$ cat config.mk
export PLATFORM = sky130hd
export DESIGN_NAME = ledSerialLoader
export DESIGN_NICKNAME = d
export VERILOG_FILES = /design/src/rtl/ledSerPkg.sv /design/src/rtl/ledSerCtrl.sv /design/src/rtl/ledSerPath.sv /design/src/rtl/ledSerialLoader.sv
export SDC_FILE = /design/constraint.sdc
export NUM_CORES = 1
export LEC_CHECK = 0
export BUFFER_PORTS_ARGS = -buffer_cell sky130_fd_sc_hd__buf_2
export CAP_MARGIN = 10
export CORE_ASPECT_RATIO = 0.9
export CORE_UTILIZATION = 40
export CTS_BUF_LIST = sky130_fd_sc_hd__clkbuf_8
export DETAILED_ROUTE_END_ITERATION = 10
export GPL_TIMING_DRIVEN = 0
export HOLD_SLACK_MARGIN = 0.06
export PLACE_DENSITY = 0.59
export SLEW_MARGIN = 40
export SYNTH_ARGS = -nofsm -noshare
export SYNTH_HDL_FRONTEND = slang
export SYNTH_SLANG_ARGS = --single-unit
export TNS_END_PERCENT = 100
$ cat constraint.sdc
create_clock -name clk -period 2.13 [get_ports clk]
set_clock_uncertainty 0.15 [all_clocks]
set_input_delay 0.5325 -clock clk [delete_from_list [all_inputs] [get_ports clk]]
set_output_delay 0.5325 -clock clk [all_outputs]
set_load 0.02 [all_outputs]
$ cat src/rtl/ledSerPkg.sv
package ledSerPkg;
  typedef enum logic [1:0] {
    SEL_GS   = 2'b00,
    SEL_BRT  = 2'b01,
    SEL_MON  = 2'b10,
    SEL_NONE = 2'b11
  } selCode_t;

  typedef struct packed {
    logic     shiftGs;
    logic     shiftBrt;
    logic     shiftMon;
    logic     loadGs;
    logic     loadBrt;
    logic     loadMon;
    logic     forceBrt;
    logic     forceMon;
    logic     outEn;
    selCode_t tailSel;
  } ctrlStrobe_t;
endpackage

$ cat src/rtl/ledSerCtrl.sv
module ledSerCtrl
  import ledSerPkg::*;
(
  input  logic [1:0]  regSel,
  input  logic        latchStb,
  input  logic        brtEn,
  input  logic        monEn,
  output ctrlStrobe_t strobes
);
  always_comb begin
    strobes          = '0;
    strobes.tailSel  = selCode_t'(regSel);
    strobes.forceBrt = ~brtEn;
    strobes.forceMon = ~monEn;
    unique case (selCode_t'(regSel))
      SEL_GS: begin
        strobes.shiftGs = 1'b1;
        strobes.loadGs  = latchStb;
        strobes.outEn   = 1'b1;
      end
      SEL_BRT: begin
        strobes.shiftBrt = 1'b1;
        strobes.loadBrt  = latchStb & brtEn;
        strobes.outEn    = 1'b1;
      end
      SEL_MON: begin
        strobes.shiftMon = 1'b1;
        strobes.loadMon  = latchStb & monEn;
        strobes.outEn    = 1'b1;
      end
      default: strobes.outEn = 1'b0;
    endcase
  end
endmodule

$ cat src/rtl/ledSerPath.sv
module ledSerPath
  import ledSerPkg::*;
#(
  parameter int CH       = 16,
  parameter int GS_BITS  = 16,
  parameter int BRT_BITS = 7,
  parameter int MON_BITS = 2,
  parameter logic [BRT_BITS-1:0] BRT_DEF = '1,
  parameter logic [MON_BITS-1:0] MON_DEF = '0,
  localparam int GS_W  = CH * GS_BITS,
  localparam int BRT_W = CH * BRT_BITS
)(
  input  logic              clk,
  input  logic              rstN,
  input  logic              serIn,
  input  logic              wideMode,
  input  logic              soEdgeSel,
  input  ctrlStrobe_t       strobes,
  output logic              serOut,
  output logic [GS_W-1:0]   gsLatch,
  output logic [BRT_W-1:0]  brtLatch,
  output logic [MON_BITS-1:0] monLatch
);
  localparam int NARROW_TOP = (CH * (GS_BITS / 2)) - 1;

  logic [GS_W-1:0]     gsShift;
  logic [BRT_W-1:0]    brtShift;
  logic [MON_BITS-1:0] monShift;
  logic [BRT_W-1:0]    brtDefAll;
  logic                tailNow;
  logic                tailFall;

  for (genvar c = 0; c < CH; c++) begin : gBrtDef
    assign brtDefAll[c*BRT_BITS +: BRT_BITS] = BRT_DEF;
  end

  // shift registers: serial bit enters at bit 0
  always_ff @(posedge clk or negedge rstN) begin
    if (!rstN) begin
      gsShift  <= '0;
      brtShift <= '0;
      monShift <= '0;
    end else begin
      if (strobes.shiftGs)  gsShift  <= {gsShift[GS_W-2:0], serIn};
      if (strobes.shiftBrt) brtShift <= {brtShift[BRT_W-2:0], serIn};
      if (strobes.shiftMon) monShift <= {monShift[MON_BITS-2:0], serIn};
    end
  end

  // holding latches: copy pre-shift image, enables force defaults
  always_ff @(posedge clk or negedge rstN) begin
    if (!rstN) begin
      gsLatch  <= '0;
      brtLatch <= brtDefAll;
      monLatch <= MON_DEF;
    end else begin
      if (strobes.loadGs) gsLatch <= gsShift;
      if (strobes.forceBrt)     brtLatch <= brtDefAll;
      else if (strobes.loadBrt) brtLatch <= brtShift;
      if (strobes.forceMon)     monLatch <= MON_DEF;
      else if (strobes.loadMon) monLatch <= monShift;
    end
  end

  always_comb begin
    unique case (strobes.tailSel)
      SEL_GS:  tailNow = wideMode ? gsShift[GS_W-1] : gsShift[NARROW_TOP];
      SEL_BRT: tailNow = brtShift[BRT_W-1];
      SEL_MON: tailNow = monShift[MON_BITS-1];
      default: tailNow = 1'b0;
    endcase
  end

  // falling-edge launch stage
  always_ff @(negedge clk or negedge rstN) begin
    if (!rstN) tailFall <= 1'b0;
    else       tailFall <= tailNow;
  end

  assign serOut = soEdgeSel ? tailFall : tailNow;
endmodule

$ cat src/rtl/ledSerialLoader.sv
module ledSerialLoader
  import ledSerPkg::*;
#(
  parameter int CH       = 16,
  parameter int GS_BITS  = 16,
  parameter int BRT_BITS = 7,
  parameter int MON_BITS = 2,
  parameter logic [BRT_BITS-1:0] BRT_DEF = '1,
  parameter logic [MON_BITS-1:0] MON_DEF = '0
)(
  input  logic                     clk,
  input  logic                     rstN,
  input  logic                     serIn,
  input  logic [1:0]               regSel,
  input  logic                     latchStb,
  input  logic                     wideMode,
  input  logic                     soEdgeSel,
  input  logic                     brtEn,
  input  logic                     monEn,
  output logic                     serOut,
  output logic                     serOutEn,
  output logic [CH*GS_BITS-1:0]    gsLatch,
  output logic [CH*BRT_BITS-1:0]   brtLatch,
  output logic [MON_BITS-1:0]      monLatch
);
  ctrlStrobe_t strobes;

  ledSerCtrl u_ctrl (
    .regSel   (regSel),
    .latchStb (latchStb),
    .brtEn    (brtEn),
    .monEn    (monEn),
    .strobes  (strobes)
  );

  ledSerPath #(
    .CH(CH), .GS_BITS(GS_BITS), .BRT_BITS(BRT_BITS), .MON_BITS(MON_BITS),
    .BRT_DEF(BRT_DEF), .MON_DEF(MON_DEF)
  ) u_path (
    .clk       (clk),
    .rstN      (rstN),
    .serIn     (serIn),
    .wideMode  (wideMode),
    .soEdgeSel (soEdgeSel),
    .strobes   (strobes),
    .serOut    (serOut),
    .gsLatch   (gsLatch),
    .brtLatch  (brtLatch),
    .monLatch  (monLatch)
  );

  assign serOutEn = strobes.outEn;
endmodule

After elaboration in Yosys (flattened, before gate mapping) --
Index checks and enable logic that the tools add are counted.
Operators by class: $add $sub $neg 0, div/mod/pow operators 0, multiplexer cells 14, $mul 0, reduce and logical (&&, ||, !) cells 2, order comparisons 0, bitwise logic cells 2, equal/unequal tests 4, shift-type cells 0
Operator list (count):
- $mux 112 | 2
- $mux 1 | 9
- $mux 2 | 2
- $ne 2x1->1 const B | 2
- $pmux 1 s3 | 1
- $reduce_or 3->1 | 1
- $and 1x1->1 | 2
- $eq 2x1->1 const B | 1
- $eq 2x2->1 const B | 1
- $logic_not 2->1 | 1
Storage, ports and cells: word-level logic and storage cells 29, output and inout port bits 372, bits in latches 0, bits in writable memories 0, memories kept 0, input bits 10, memory bits (read-only) 0, flip-flop bits (word level) 741

Depth between registers and ports, before layout --
Gate-level depths: netlist of the first run.
word-level depth 4, mapped depth 6, depth with buffers taken out 3

Cells and area by module --
From an unflattened synthesis of the first run, not the netlist that was laid out.
Unflattened totals: cells, all modules 1717, area total of the unflattened synthesis 28204.6 um^2
Modules (own cells, without submodules):
- ledSerPath | area an instance 28134.5 um^2, seq. area each 18682.9 um^2, cells an instance 1706, times used 1
- ledSerCtrl | area an instance 70.1 um^2, seq. area each 0.0 um^2, cells an instance 11, times used 1

==> results of run 1 <==
==> sequential cells by signal, indices dropped and copies added, names as in the netlist <==
register,cells
u_path.monLatch,2
u_path.tailFall,1
u_path.gsLatch,256
u_path.brtShift,112
u_path.gsShift,256
u_path.monShift,2
u_path.brtLatch,112
==> layout make-up <==
cell class	count	share of cell area, %
Sequential cell	741	52.2
Multi-Input combinational cell	979	26.1
Timing Repair Buffer	420	9.55
Clock buffer	152	5.85
Tap cell	940	3.29
Buffer	107	1.91
Clock inverter	70	1.10
Antenna cell	1	0.00699
==> report_power, final <==
group | leakage, nW | switching (W) | internal [W]
Sequential | 9.89 | 0.000359 | 0.0147
Clock | 1.47 | 0.00564 | 0.00667
Combinational | 7.46 | 0.00138 | 0.00109
==> stage by stage <==
stage          worst slack (ns)  hold WS [ns]  area, um2  total power, W  setup TNS (ns)
2_1_floorplan            -0.370        0.0869      28700          0.0165          -0.599
3_3_place_gp             -15.02         0.317      31800          0.0174               -
3_5_place_dp              -1.71         0.209      32000          0.0175         -435.66
4_1_cts                   -1.04        0.0996      35700          0.0304           -3.84
5_1_grt                   -1.05         0.136      35800          0.0313           -4.41
6_report                 -0.982         0.161      35800          0.0298           -1.43
==> critical path: stages, from the launching register on <==
cell	delay [ns]
dfrtn_1	0.33
mux2_4	0.26
buf_6	0.13
==> how the worst min path moves through the flow <==
stage,start,slack [ns],end
after global placement,u_path.gsLatch[216]$_DFFE_PN0P_,0.32,u_path.gsLatch[216]$_DFFE_PN0P_
after floorplan,rstN,0.09,u_path.brtShift[0]$_DFFE_PN0N_
after global routing,rstN,0.14,u_path.gsShift[115]$_DFFE_PN0N_
after detailed placement,rstN,0.21,u_path.gsShift[51]$_DFFE_PN0N_
final,rstN,0.16,u_path.gsShift[115]$_DFFE_PN0N_
after CTS,rstN,0.1,u_path.gsShift[69]$_DFFE_PN0N_
==> cell usage in the layout (no fill, tap or decap), drive strengths merged <==
cell and instances:
a21boi 1, a221o 1, and2 1, and3b 2
buf 479, bufbuf 9, bufinv 2, clkbuf 185
clkinv 20, dfrtn 1, dfrtp 628, dfstp 112
diode 1, dlygate4sd3 6, inv 48, mux2 628
mux2i 1, nand2 226, nand3 113, nand3b 2
nor2 1, nor2b 3
==> metal layers <==
layer	global-route usage, %	up-vias
met5	0	-
met4	6.03	2
met3	5.76	131
met2	28.2	354
met1	22.0	8227
li1	-	7452
==> repair_timing <==
action	in CTS	in global routing
hold buffers	12	1
setup buffers	3	5
gates resized for setup	219	9
endpoints found under the setup margin	178	114
cloned	9	1
hold endpoints to repair	320	20
==> kinds of logic (layout without fill, tap and decap cells) <==
logic type	count (synthesis)	in the layout	synth area share, %
AOI/OAI and AO/OA	2	2	0.0611
DFF	741	741	65.1
other	0	1	0
muxes	629	629	27.3
buffers and inverters	107	749	2.38
and+or+nand+nor	348	348	5.15
==> results.md, run 1 <==
* Setup violators final at 2
* Placed Cells at approximately 3.2k
* Power Density at 834 nW/um2
* Failing checks: setup timing
* CTS tree: yes
* # rows at 92
* Critical path launch point: u_path.tailFall$_DFF_NN0_
* WL/cell at between 15 and 20 um
* Reg-to-reg slack, setup at -0.44 ns
* Synth-to-layout area growth at 24.7%
* Yosys warns at 0
* Die width at 284 um
* Max layer used: met5
* Finished Layout Cells at 3,410
* DRT met1 WL at approximately 27,000 um
* Top cells by area, synth: dfrtp_1 (55%), mux2_2 (15%), mux2_4 (10%)
* Worst IR Drop VDD at 454 uV
* Die Height at about 260 um
* Critical path endpoint: serOut
* Critical Path RT at 1.45 ns
* Critical R2R Launch: u_path.gsShift[127]$_DFFE_PN0N_
* Core area at approximately 70,000 um2
* Clock transition at path regs at 0.06 ns
* Most frequent cell after synthesis: dfrtp_1
* Met3 routed WL at 4190 um
* Register area share after synthesis at 65.1%
* Area leader, netlist: dfrtp_1
* CTS Buf Count at 118
* Final ANT Viol Nets at 0
* GRT Util Overall at 17.5%
* #FFs+latches synth at around 740
* Max Fanout on Critical Path at 1
* Slew margin rel. at 49.8%
* Die area at between 70,000 and 80,000 um2
* Routability Congestion at roughly 0.8
* Final design utilization at 50.8%
* Filler cell count at 5,964
* Vias post-DR at 16.2k
* CTS root buf: clkbuf_8
* RSZ-0062 raised after global routing: yes
* Worst Setup End Kind: primary output
* GRT overflow at 0
* H-tree Lvls at 3
* Outcome: finished, violations left
* I/O pin count at 382
* Port bufs at 380
* Final wirelength at 62,700 um
* Mapped Nets at 1,837
* Asr flop ratio synth at 100%
* Fin. Hold Viols at 0
* Number of synthesized flops with an enable pin at 0
* Worst-margin pin slew at ~0.75 ns
* Pre-antenna DRT Iters at 4
* DRT iter0 DRCs at 568
* Vias in the first global route at between 15k and 20k
* Critical Path AT at ~2.4 ns
* Synth Flop Type: dfrtp_1
* Reg2Reg Depth at 2
* Clk Latency, worst-skew pair at 0.73 ns
* Critical path startpoint category: flip-flop
* Final worst slack at -0.982 ns
* DRC viols at 0
* Area of the multi-input gates at a little over 9000 um2
* Synth Cell Area at 28,700 um2
* Largest net degree at the start of global routing at roughly 110
* Synth unique cells at 21
* Vias/cell at between 4 and 5
* Initial antenna violation count at 2
* Share of cells above drive strength 1 at 55.3%
* CTS Buffer Depth at 3
* TritonCTS Sinks at 741
* Type of the worst min-delay path: in -> async
* P_leak at 18.8 nW
* Most instantiated cells after synthesis: dfrtp_1 (628), mux2_2 (388), nand2_1 (226), mux2_4 (200), nand3_1 (113)
* Global-route wire length before repair at between 100,000 and 150,000 um
* Critical R2R Capture: u_path.tailFall$_DFF_NN0_
* Mapped Cells at 1,827
* Initial core utilization at 40.7%
* Met2 routed WL at 30,200 um
* Synth top area share at 54.8%
* Total Nets Final at roughly 2.4k
* Syn_area_per_cell at 15.7 um2
* Slew Limit Fails at 0
* Max-cap viol count at 0
* Dpl hpwl at 41,200 um
* Type of the worst setup path: reg -> out
* FF+latch area at 18,700 um2
No activity file was read; power rests on OpenSTA's default activity.
==> run 2: changes to the inputs <==
- CORE_UTILIZATION: 40 -> 50
- PLACE_DENSITY: 0.59 -> 0.71
==> results.md, run 2 (synthesized netlist as in run 1, its figures left out) <==
* Initial antenna violation count at 1
* Final wirelength at 58,900 um
* Worst Setup End Kind: primary output
* GRT Util Overall at about a fifth
* Slew Limit Fails at 0
* Setup violators final at 2
* Die Height at 229 um
* Clock transition at path regs at 0.06 ns
* Pint at 0.0227 W
* TritonCTS Sinks at 741
* Hold Worst Slack at -0.352 ns
* Finished Layout Cells at 3,190
* Slew margin rel. at 45.2%
* Clock power share at 42.0%
* Sw Ratio at between 20% and 30%
* DRC viols at 0
* Share of cells above drive strength 1 at 55.3%
* CTS root buf: clkbuf_8
* Port bufs at between 300 and 400
* P_leak at 18.5 nW
* DRT iter0 DRCs at 792
* Fin. Hold Viols at 95
* Combinational power share at ~7.6%
* Reg-to-reg slack, setup at -0.44 ns
* Global-route wire length before repair at 94,700 um
* Type of the worst min-delay path: in -> async
* Fin area at 35,000 um2
* Failing checks: hold timing, setup timing
* H-tree Lvls at 3
* CTS Hold Bufs at 4
* Type of the worst setup path: reg -> out
* Largest net degree at the start of global routing at 113
* Routability Congestion at 0.844
* # rows at 82
* Top delay family on crit path: flip-flops
* Most frequent cells in the layout: dfrtp_1 (627), mux2_2 (386), buf_2 (304)
* Reg2Reg Depth at 2
* Vias post-DR at between 15k and 20k
* Die area at 58,300 um2
* Registers with the most flip-flops: u_path.gsLatch x256, u_path.gsShift x256
* Outcome: finished, violations left
* I/O pin count at 382
* Placed Cells at 2,969
* Final worst slack at -0.958 ns
* Core area at 56,200 um2
* CP peak stage delay at ~0.33 ns
* Synth-to-layout area growth at 22.0%
* RSZ-0062 raised after global routing: yes
* Sequential Power Share at between 50 and 60%
* CTS Buffer Depth at 3
* Max-cap viol count at 0
* WL/cell at 18.5 um
* Max Fanout on Critical Path at 1
* Final ANT Viol Nets at 0
* Critical Path AT at 2.41 ns
* Commonest non-fill, non-tap cell in the layout: dfrtp_1
* Worst-margin pin slew at around 0.8 ns
* Power Density at 854 nW/um2
* Diode count at 0
* Slowest-stage cell, CP: dfrtn_1
* Critical path startpoint category: flip-flop
* Worst Path Buf+Inv at 1
* Initial core utilization at 51.0%
* Critical R2R Launch: u_path.gsShift[127]$_DFFE_PN0N_
* Die width at 255 um
* Total Nets Final at 2,350
* Critical Path RT at 1.45 ns
* Final design utilization at between 60% and 70%
* GRT overflow at 0
* CTS tree: yes
* Critical R2R Capture: u_path.tailFall$_DFF_NN0_
* CP Cell Sequence: mux2_4, buf_6
* Clk Latency, worst-skew pair at 0.70 ns
* Dpl hpwl at 39,500 um
* Vias/cell at slightly above 5
* Vias in the first global route at ~17k
* CTS Buf Count at 115
* Switching Power at 0.00719 W
* Area after DPL at 31,700 um2
* Pre-antenna DRT Iters at 5
* Worst IR Drop VDD at 542 uV
## run 2: final cells by class
cell class                 instances  area (um2)
clock inverter                    65         497
fill                            4213       21200
multi-input combinational        979        9340
clock buffer                     146        2010
buffer                           107         683
tap                              756         946
timing repair buffer             396        2860
sequential                       741       18700
## run 2: through the flow
| step | setup slack (ns) | setup TNS (ns) | hold WS [ns] | power, W |
|---|---|---|---|---|
| floorplan | -0.370 | -0.599 | 0.0869 | 0.0165 |
| global placement | -14.90 | - | 0.314 | 0.0173 |
| detailed placement | -0.738 | -307.75 | 0.321 | 0.0174 |
| CTS | -1.01 | -1.65 | -0.399 | 0.0303 |
| global route | -1.03 | -2.41 | -0.376 | 0.0312 |
| finish | -0.958 | -1.40 | -0.352 | 0.0299 |
## run 2: timing repair
action,in CTS,in global routing
setup buffers,3,3
endpoints found under the hold margin,130,95
gates cloned,0,0
endpoints found under the setup margin,114,111
resized for setup,205,22
## run 2: routing by layer
metal	GRT usage, %	vias up	routed length, um	part of all wire (%)
met3	6.93	83	4000	6.8
met2	32.4	365	28400	48
met5	0	-	12	0.020
met1	27.0	8427	25400	43
li1	-	7370	-	-
met4	5.84	2	1080	1.8
## run 2: power groups by stage
stage	sequential [W]	clock (W)	combinational (W)
floorplan	0.0155	0	0.000989
global placement	0.0152	0	0.00207
detailed placement	0.0153	0	0.00217
CTS	0.0150	0.0129	0.00231
global route	0.0151	0.0136	0.00246
finish	0.0151	0.0126	0.00228
## run 2: worst max path at each step
stage                                         start                               to  cells past startpoint
after CTS                 u_path.tailFall$_DFF_NN0_                           serOut                      2
after global placement                         rstN        u_path.tailFall$_DFF_NN0_                      1
after floorplan                            wideMode        u_path.tailFall$_DFF_NN0_                      2
after global routing      u_path.tailFall$_DFF_NN0_                           serOut                      2
after detailed placement                  regSel[1]  u_path.gsShift[214]$_DFFE_PN0N_                      5
final                     u_path.tailFall$_DFF_NN0_                           serOut                      2
## run 2: worst register-to-register path: cells and delay by family (launching register included)
kind               cells  cell delay (ns)
AOI/OAI and AO/OA      1             0.39
DFF                    1             0.44
muxes                  1             0.27
==> run 3: changes to the inputs <==
- RECOVER_POWER: unset -> 50
==> results.md, run 3 (synthesized netlist as in run 1, its figures left out) <==
* Outcome: finished, violations left
* Failing checks: setup timing
* Power Density at 856 nW/um2
* Initial antenna violation count at 1
* CTS Hold Bufs at 4
* Hold Worst Slack at 0.0151 ns
* Die width at approximately 250 um
* Type of the worst min-delay path: in -> async
* Commonest non-fill, non-tap cell in the layout: dfrtp_1
* Max-cap viol count at 0
* Worst-margin pin slew at 1.33 ns
* CTS Buffer Depth at 3
* Critical path startpoint category: flip-flop
* # rows at 82
* GRT Util Overall at 20.5%
* Total Nets Final at 2,350
* Combinational power share at 7.6%
* CTS root buf: clkbuf_8
* Clk Latency, worst-skew pair at 0.70 ns
* Sequential Power Share at between 50% and 60%
* Final ANT Viol Nets at 0
* Die Height at roughly 230 um
* Clock transition at path regs at around 0.060 ns
* Core area at between 50,000 and 60,000 um2
* Largest net degree at the start of global routing at 113
* Vias in the first global route at between 15k and 20k
* Critical Path AT at 2.41 ns
* Type of the worst setup path: reg -> out
* Max Fanout on Critical Path at 1
* Port bufs at 380
* Dpl hpwl at about 40,000 um
* Switching Power at 0.00720 W
* CTS tree: yes
* Worst IR Drop VDD at 546 uV
* Vias post-DR at 16.2k
* Setup_tns at -89.52 ns
* Vias/cell at 5.07
* H-tree Lvls at 3
* Filler cell count at 4,233
* P_leak at 18.4 nW
* TritonCTS Sinks at about 740
* Setup violators final at 665
* Finished Layout Cells at around 3.2k
* Diode count at 0
* I/O pin count at 382
* Registers with the most flip-flops: u_path.gsLatch x256, u_path.gsShift x256
* Reg-to-reg slack, setup at -0.44 ns
* Place WS at -0.738 ns
* Worst Path Buf+Inv at 1
* CP Cell Sequence: mux2_4, buf_6
* Routability Congestion at 0.844
* Placed Cells at 2,969
* Most frequent cells in the layout: dfrtp_1 (627), mux2_2 (386), buf_2 (293)
* Final wirelength at ~59,000 um
* CTS Buf Count at 115
* Fin. Hold Viols at 0
* Final worst slack at -0.958 ns
* DRT iter0 DRCs at 783
* Pre-antenna DRT Iters at 5
* Top delay family on crit path: flip-flops
* CP peak stage delay at between 0.3 and 0.4 ns
* Critical Path RT at 1.45 ns
* Sw Ratio at 24.1%
* Slowest-stage cell, CP: dfrtn_1
* RSZ-0062 raised after global routing: yes
* Die area at 58,300 um2
* Slew margin rel. at 11.2%
* GRT overflow at 0
* Clock power share at 42.1%
* Pint at 0.0227 W
* Total Power at 0.0299 W
* Initial core utilization at about half
* DRC viols at 0
* WL/cell at 18.5 um
* Synth-to-layout area growth at 21.8%
* Global-route wire length before repair at 94,700 um
* Slew Limit Fails at 0
* Worst Setup End Kind: primary output
* Share of cells above drive strength 1 at 54.8%
## run 3: path summary, 6_finish.rpt
path | startpoint | to | cells past startpoint
setup reg to reg | u_path.gsShift[127]$_DFFE_PN0N_ | u_path.tailFall$_DFF_NN0_ | 2
hold / removal | rstN | u_path.gsShift[50]$_DFFE_PN0N_ | 1
min in group clk | regSel[0] | u_path.monLatch[0]$_DFFE_PN0P_ | 4
hold reg to reg | u_path.gsLatch[222]$_DFFE_PN0P_ | u_path.gsLatch[222]$_DFFE_PN0P_ | 1
setup / recovery | u_path.tailFall$_DFF_NN0_ | serOut | 2
max in group asynchronous | rstN | u_path.tailFall$_DFF_NN0_ | 2
## run 3: power by group through the flow
stage | clock, W | combinational [W] | sequential [W]
final | 0.0126 | 0.00226 | 0.0151
after floorplan | 0 | 0.000989 | 0.0155
after CTS | 0.0129 | 0.00231 | 0.0150
after detailed placement | 0 | 0.00217 | 0.0153
after global routing | 0.0136 | 0.00244 | 0.0151
after global placement | 0 | 0.00207 | 0.0152
## run 3: layer usage
| layer | share of wire, % | wire length, um | vias to the layer above | GRT usage, % |
|---|---|---|---|---|
| li1 | - | - | 7374 | - |
| met2 | 48 | 28300 | 343 | 32.4 |
| met3 | 6.6 | 3890 | 87 | 6.93 |
| met5 | 0.020 | 12 | - | 0 |
| met4 | 1.9 | 1140 | 2 | 5.84 |
| met1 | 43 | 25500 | 8360 | 27.0 |
## run 3: what timing repair did
| action | 4_1_cts | 5_1_grt |
|---|---|---|
| setup buffers | 3 | 3 |
| endpoints found under the hold margin | 130 | 95 |
| endpoints found under the setup margin | 114 | 111 |
| gates resized for setup | 205 | 22 |
## run 3: area by class of cell
| type | instances | area (um2) | share of cell area, % |
|---|---|---|---|
| plain buffers | 107 | 658 | 1.88 |
| clock buffers | 146 | 2010 | 5.75 |
| well taps | 756 | 946 | 2.71 |
| multi-input cells | 979 | 9330 | 26.7 |
| clock inverters | 65 | 497 | 1.42 |
| flip-flops and latches | 741 | 18700 | 53.5 |
| repair buffers | 396 | 2820 | 8.07 |
## run 3: through the flow
stage | instance area [um2] | utilization (%)
2_1_floorplan | 28700 | -
3_3_place_gp | 31500 | 56.1
3_5_place_dp | 31700 | 56.4
4_1_cts | 34900 | 62.1
5_1_grt | 34900 | 62.2
6_report | 34900 | 62.2
